## src/rtl/ramdac_mode_pkg.sv

```systemverilog
package ramdac_mode_pkg;

    typedef enum logic [2:0] {
        FMT_4    = 3'd0,
        FMT_8    = 3'd1,
        FMT_15   = 3'd2,
        FMT_16   = 3'd3,
        FMT_24   = 3'd4,
        FMT_32   = 3'd5,
        FMT_RGBA = 3'd6
    } pix_fmt_e;

    localparam int unsigned CODE_W = 8;

    function automatic pix_fmt_e fmt_from_code(input logic [CODE_W-1:0] code);
        unique case (code)
            8'h82:        return FMT_4;
            8'h83:        return FMT_8;
            8'hA0:        return FMT_15;
            8'hA1, 8'hB1: return FMT_16;
            8'hC0, 8'hD0: return FMT_24;
            8'hE2:        return FMT_32;
            8'hF2:        return FMT_RGBA;
            default:      return FMT_8;
        endcase
    endfunction

    function automatic logic fmt_is_wide(input pix_fmt_e f);
        return (f == FMT_32) || (f == FMT_RGBA);
    endfunction

endpackage

```

## src/rtl/ramdac_reg_bank.sv

```systemverilog
module ramdac_reg_bank #(
    parameter int unsigned REG_AW   = 4,
    parameter int unsigned DATA_W   = 8,
    parameter int unsigned MODE_IDX = 11
) (
    input  logic              clk,
    input  logic              rst,
    input  logic              we,
    input  logic [REG_AW-1:0] idx,
    input  logic [DATA_W-1:0] wdata,
    output logic [DATA_W-1:0] rdata,
    output logic [DATA_W-1:0] mode_code
);
    localparam int unsigned NREG = 1 << REG_AW;

    logic [DATA_W-1:0] regs [NREG];

    for (genvar g = 0; g < NREG; g++) begin : g_reg
        always_ff @(posedge clk) begin
            if (rst) begin
                regs[g] <= '0;
            end else if (we && idx == REG_AW'(g)) begin
                regs[g] <= wdata;
            end
        end
    end

    assign rdata     = regs[idx];
    assign mode_code = regs[MODE_IDX];
endmodule

```

## src/rtl/ramdac_mode_decode.sv

```systemverilog
module ramdac_mode_decode
    import ramdac_mode_pkg::*;
(
    input  logic [CODE_W-1:0] code,
    output pix_fmt_e          fmt,
    output logic              wide
);
    always_comb begin
        fmt  = fmt_from_code(code);
        wide = fmt_is_wide(fmt);
    end
endmodule

```

## src/rtl/ramdac_pix_fmt.sv

```systemverilog
module ramdac_pix_fmt
    import ramdac_mode_pkg::*;
#(
    parameter int unsigned WORD_W = 32,
    parameter int unsigned PIX_W  = 24
) (
    input  logic              clk,
    input  logic              rst,
    input  pix_fmt_e          fmt,
    input  logic              wide,
    input  logic              in_valid,
    input  logic [WORD_W-1:0] in_word,
    output logic              out_valid,
    output logic [PIX_W-1:0]  out_rgb
);
    localparam int unsigned DROP = WORD_W - PIX_W;

    logic [PIX_W-1:0] low_part;
    logic [PIX_W-1:0] high_part;
    logic [DROP-1:0]  unused_mid;

    assign low_part   = in_word[PIX_W-1:0];
    assign high_part  = in_word[WORD_W-1:DROP];
    assign unused_mid = in_word[DROP-1:0] ^ in_word[WORD_W-1:PIX_W];

    always_ff @(posedge clk) begin
        if (rst) begin
            out_valid <= 1'b0;
            out_rgb   <= '0;
        end else begin
            out_valid <= in_valid && wide;
            if (in_valid && wide) begin
                out_rgb <= (fmt == FMT_RGBA) ? high_part : low_part;
            end
        end
    end
endmodule

```

## src/rtl/ramdac_mode_fmt.sv

```systemverilog
module ramdac_mode_fmt
    import ramdac_mode_pkg::*;
#(
    parameter int unsigned ADDR_W   = 16,
    parameter int unsigned REG_AW   = 4,
    parameter int unsigned MODE_IDX = 11,
    parameter int unsigned WORD_W   = 32,
    parameter int unsigned PIX_W    = 24
) (
    input  logic              clk,
    input  logic              rst,
    input  logic              acc_we,
    input  logic [ADDR_W-1:0] acc_addr,
    input  logic [7:0]        acc_wdata,
    output logic [7:0]        acc_rdata,
    output logic [2:0]        fmt_mode,
    input  logic              pix_in_valid,
    input  logic [WORD_W-1:0] pix_in_word,
    output logic              pix_out_valid,
    output logic [PIX_W-1:0]  pix_out_rgb
);
    logic [CODE_W-1:0] mode_code;
    pix_fmt_e          cur_fmt;
    logic              cur_wide;
    logic              unused_hi;

    assign unused_hi = ^acc_addr[ADDR_W-1:REG_AW];

    ramdac_reg_bank #(
        .REG_AW  (REG_AW),
        .DATA_W  (CODE_W),
        .MODE_IDX(MODE_IDX)
    ) u_bank (
        .clk      (clk),
        .rst      (rst),
        .we       (acc_we),
        .idx      (acc_addr[REG_AW-1:0]),
        .wdata    (acc_wdata),
        .rdata    (acc_rdata),
        .mode_code(mode_code)
    );

    ramdac_mode_decode u_dec (
        .code(mode_code),
        .fmt (cur_fmt),
        .wide(cur_wide)
    );

    ramdac_pix_fmt #(
        .WORD_W(WORD_W),
        .PIX_W (PIX_W)
    ) u_fmt (
        .clk      (clk),
        .rst      (rst),
        .fmt      (cur_fmt),
        .wide     (cur_wide),
        .in_valid (pix_in_valid),
        .in_word  (pix_in_word),
        .out_valid(pix_out_valid),
        .out_rgb  (pix_out_rgb)
    );

    assign fmt_mode = cur_fmt;
endmodule

```

## config.mk

```make
export PLATFORM = sky130hd
export DESIGN_NAME = ramdac_mode_fmt
export DESIGN_NICKNAME = d
export VERILOG_FILES = /design/src/rtl/ramdac_mode_pkg.sv /design/src/rtl/ramdac_reg_bank.sv /design/src/rtl/ramdac_mode_decode.sv /design/src/rtl/ramdac_pix_fmt.sv /design/src/rtl/ramdac_mode_fmt.sv
export SDC_FILE = /design/constraint.sdc
export NUM_CORES = 1
export LEC_CHECK = 0
export BUFFER_PORTS_ARGS = -buffer_cell sky130_fd_sc_hd__buf_2
export CORE_MARGIN = 2
export CORE_UTILIZATION = 30
export DETAILED_ROUTE_END_ITERATION = 8
export GPL_TIMING_DRIVEN = 0
export PLACE_DENSITY_LB_ADDON = 0.12
export SYNTH_ARGS = -nofsm -noshare
export SYNTH_HDL_FRONTEND = slang
export SYNTH_SLANG_ARGS = --single-unit
```

## constraint.sdc

```tcl
create_clock -name clk -period 5.7 [get_ports clk]
set_input_delay 1.14 -clock clk [delete_from_list [all_inputs] [get_ports clk]]
set_output_delay 1.14 -clock clk [all_outputs]
set_load 0.02 [all_outputs]
```

==> out/summary.txt <==
Outcome: complete, no violations
Worst endpoint data arrival time: 3200 ps
Share of cells above drive strength 1: 28.8%
Final Hold Viols: 0
Dpl cell area: 8140 sq um
DR vias/cell: 4.74
Worst setup path end: acc_rdata[7]
Crit-path cells: clkbuf_1, clkbuf_1, mux4_2, a22oi_1, nand2_1, buf_2
IO buf count: 80
Min-delay worst type: register to register
Synth Net Count: 605
Die ar.: 25700 sq um
Req. time, crit path: 4560 ps
CP Capture Type: output port
Clk buf depth: 2
Num CTS Buffers: 17
Final net count: 704
Placement Rows: 57
Worst-Margin Slew: 1120 ps
Root buffer cell: clkbuf_16
Commonest non-fill, non-tap cell in the layout: and2_1
Post-Syn Instances: 545
Sequential cell area: 4340 sq um
Tot Pwr: 2.61 mW
CP Launch Type: input port
Htree depth: 4
Most frequent cells in the layout: 129 x and2_1, 128 x edfxtp_1, 86 x buf_2
Syn Std Cell Area: 7330 sq um
Routed via count: 4649
RR Startpoint: u_bank.regs[11][6]
Congestion Overflow GR: 0
Clk_skew: 11.1 ps
CTS Sinks: 153
Die Width: 160 microns
Total GRT Usage: 16.3%
Post-synthesis sequential area ratio: 59.2%
1st-pass router iterations: 5
DP Cell Count: 949
Post-synth EDFFs: 128
Routed Antenna Nets: 0
Worst path bufs/invs: 3
Max FO, Critical Path: 10
Initial Utilization: 30.3%
Asr flop ratio synth: 0%
FF+latch count, synth: 153
Latest clock arrival within the worst-skew pair: 430 ps
Starting DRT DRC Count: 394
Fin crit share: 76.2%
CP max stage cell: clkbuf_1
# IOs: 96
Final instance area: 8700 sq um
Post-CTS sizing: 0
Post-layout util: 36.0%
Final critical-path required period: 4340 ps
Die Height: 160 microns
Initial antenna violation count: 0
Max Cap Viol: 0
Multi-input gate area: 2780 sq um
Post-CTS Setup Repair Bufs: 0
Top FF cell, synth: edfxtp_1
Syn avg cell area: 13.5 sq um
RSZ-0062 raised after global routing: false
PD cells: 300 nW/um^2
Max Slew Vio Count: 0
Critical Path Start: acc_addr[1]
CTS tree: done
Drc violations: 0
Core Region: 24200 sq um
Vias in the first global route: 4890
Leak: 3.09 nW
Final RePlAce weighted congestion: 0.755
CP top delay family: buffers and inverters
Fin cells: 981
Most frequent CP cell: clkbuf_1
Max-slew headroom: 24.8%
Final Setup Violations: 0
CP peak stage delay: 670 ps
Yosys warns: 0
HPWL after DPL: 14000 microns
Fmax: 0.230 GHz
WL final: 20300 microns
Worst R2R End: u_fmt.out_rgb[19]
Clk slew on worst S/H paths: 70 ps
Worst path depth: 6
CTS Hold Buffers Added: 0
Global-route wire length before repair: 30600 microns
# fillers: 2403
CP Class: input port to output port
Final setup TNS: 0 ps
Peak supply drop: 0.145 mV
Flop2flop setup slack: 3650 ps
P&R area growth vs syn: 18.7%
Routed WL per cell: 20.6 microns
Yosys cell types: 41
Reg2reg path depth: 6
Antenna cells: 0
Largest net degree at the start of global routing: 17
==> worst reg2reg max path: cells and delay by family (launching register included) <==
| kind | cells | cell delay, ps |
|---|---|---|
| simple gates | 3 | 620 |
| buf+inv | 2 | 580 |
| flops | 1 | 510 |
| compound gates | 1 | 260 |
==> cells by family after synthesis <==
logic type / Yosys count / share of synthesized area [%]
buffers and inverters: 43 / 2.87
AO/OA/AOI/OAI: 62 / 8.75
flip-flops: 153 / 59.2
XOR/XNOR: 2 / 0.239
multiplexers: 32 / 9.88
AND/OR/NAND/NOR: 253 / 19.0
==> layer usage <==
layer  wire length [microns]  vias to the layer above  global-route usage, %
met1                    9420                     2334                   21.9
met5                       0                        -                      0
met3                     814                       19                   3.74
met4                     193                        0                   3.81
li1                        -                     2203                      -
met2                    9830                       93                   27.1
==> sequential cells by signal, summed over array words and instances, names as in the netlist <==
register and cells:
u_bank.regs 128, u_fmt.out_rgb 24, u_fmt.out_valid 1
==> worst min path at each step <==
stage                       from                 to  slack [ps]  depth (start not counted)
6_report       u_fmt.out_rgb[18]  u_fmt.out_rgb[18]         530                          2
5_1_grt        u_fmt.out_rgb[12]  u_fmt.out_rgb[12]         560                          2
4_1_cts        u_fmt.out_rgb[18]  u_fmt.out_rgb[18]         530                          2
3_5_place_dp   u_fmt.out_rgb[18]  u_fmt.out_rgb[18]         520                          2
3_3_place_gp    u_fmt.out_rgb[7]   u_fmt.out_rgb[7]         520                          2
2_1_floorplan  u_fmt.out_rgb[10]  u_fmt.out_rgb[10]         600                          2
==> power breakdown <==
| group | leakage (nW) | internal, mW | switching, mW |
|---|---|---|---|
| sequential | 1.43 | 1.27 | 0.0176 |
| combinational | 1.39 | 0.0835 | 0.142 |
| clock | 0.274 | 0.609 | 0.490 |
==> cell type report <==
class	instances	share of cell area, %
plain buffers	41	2.33
clock buffers	17	4.89
clock inverters	15	1.61
inverters	2	0.0863
multi-input cells	349	31.9
flip-flops and latches	153	49.9
well taps	324	4.66
repair buffers	80	4.60
==> metrics by stage <==
step           worst slack, ps  hold slack, ps
2_1_floorplan             1990             603
3_3_place_gp              1340             518
3_5_place_dp              1320             523
4_1_cts                   1320             533
5_1_grt                   1300             560
6_report                  1360             530
==> Yosys cell counts, drive strengths merged, types with 2 or more instances <==
master  count  area (sq um)
mux4       32           724
o21bai     16           120
and2      129           807
edfxtp    128          3840
buf        14           101
a22oi      16           120
nand2      57           214
clkbuf     27           101
nand3       3          15.0
nand2b      3          18.8
nor2b       3          18.8
or2         2          12.5
nor3       14          96.4
nor2       31           116
inv         2          7.51
a311oi     24           360
dfxtp      25           500
nand3b      2          15.0
Power figures use the tool's default switching activity.
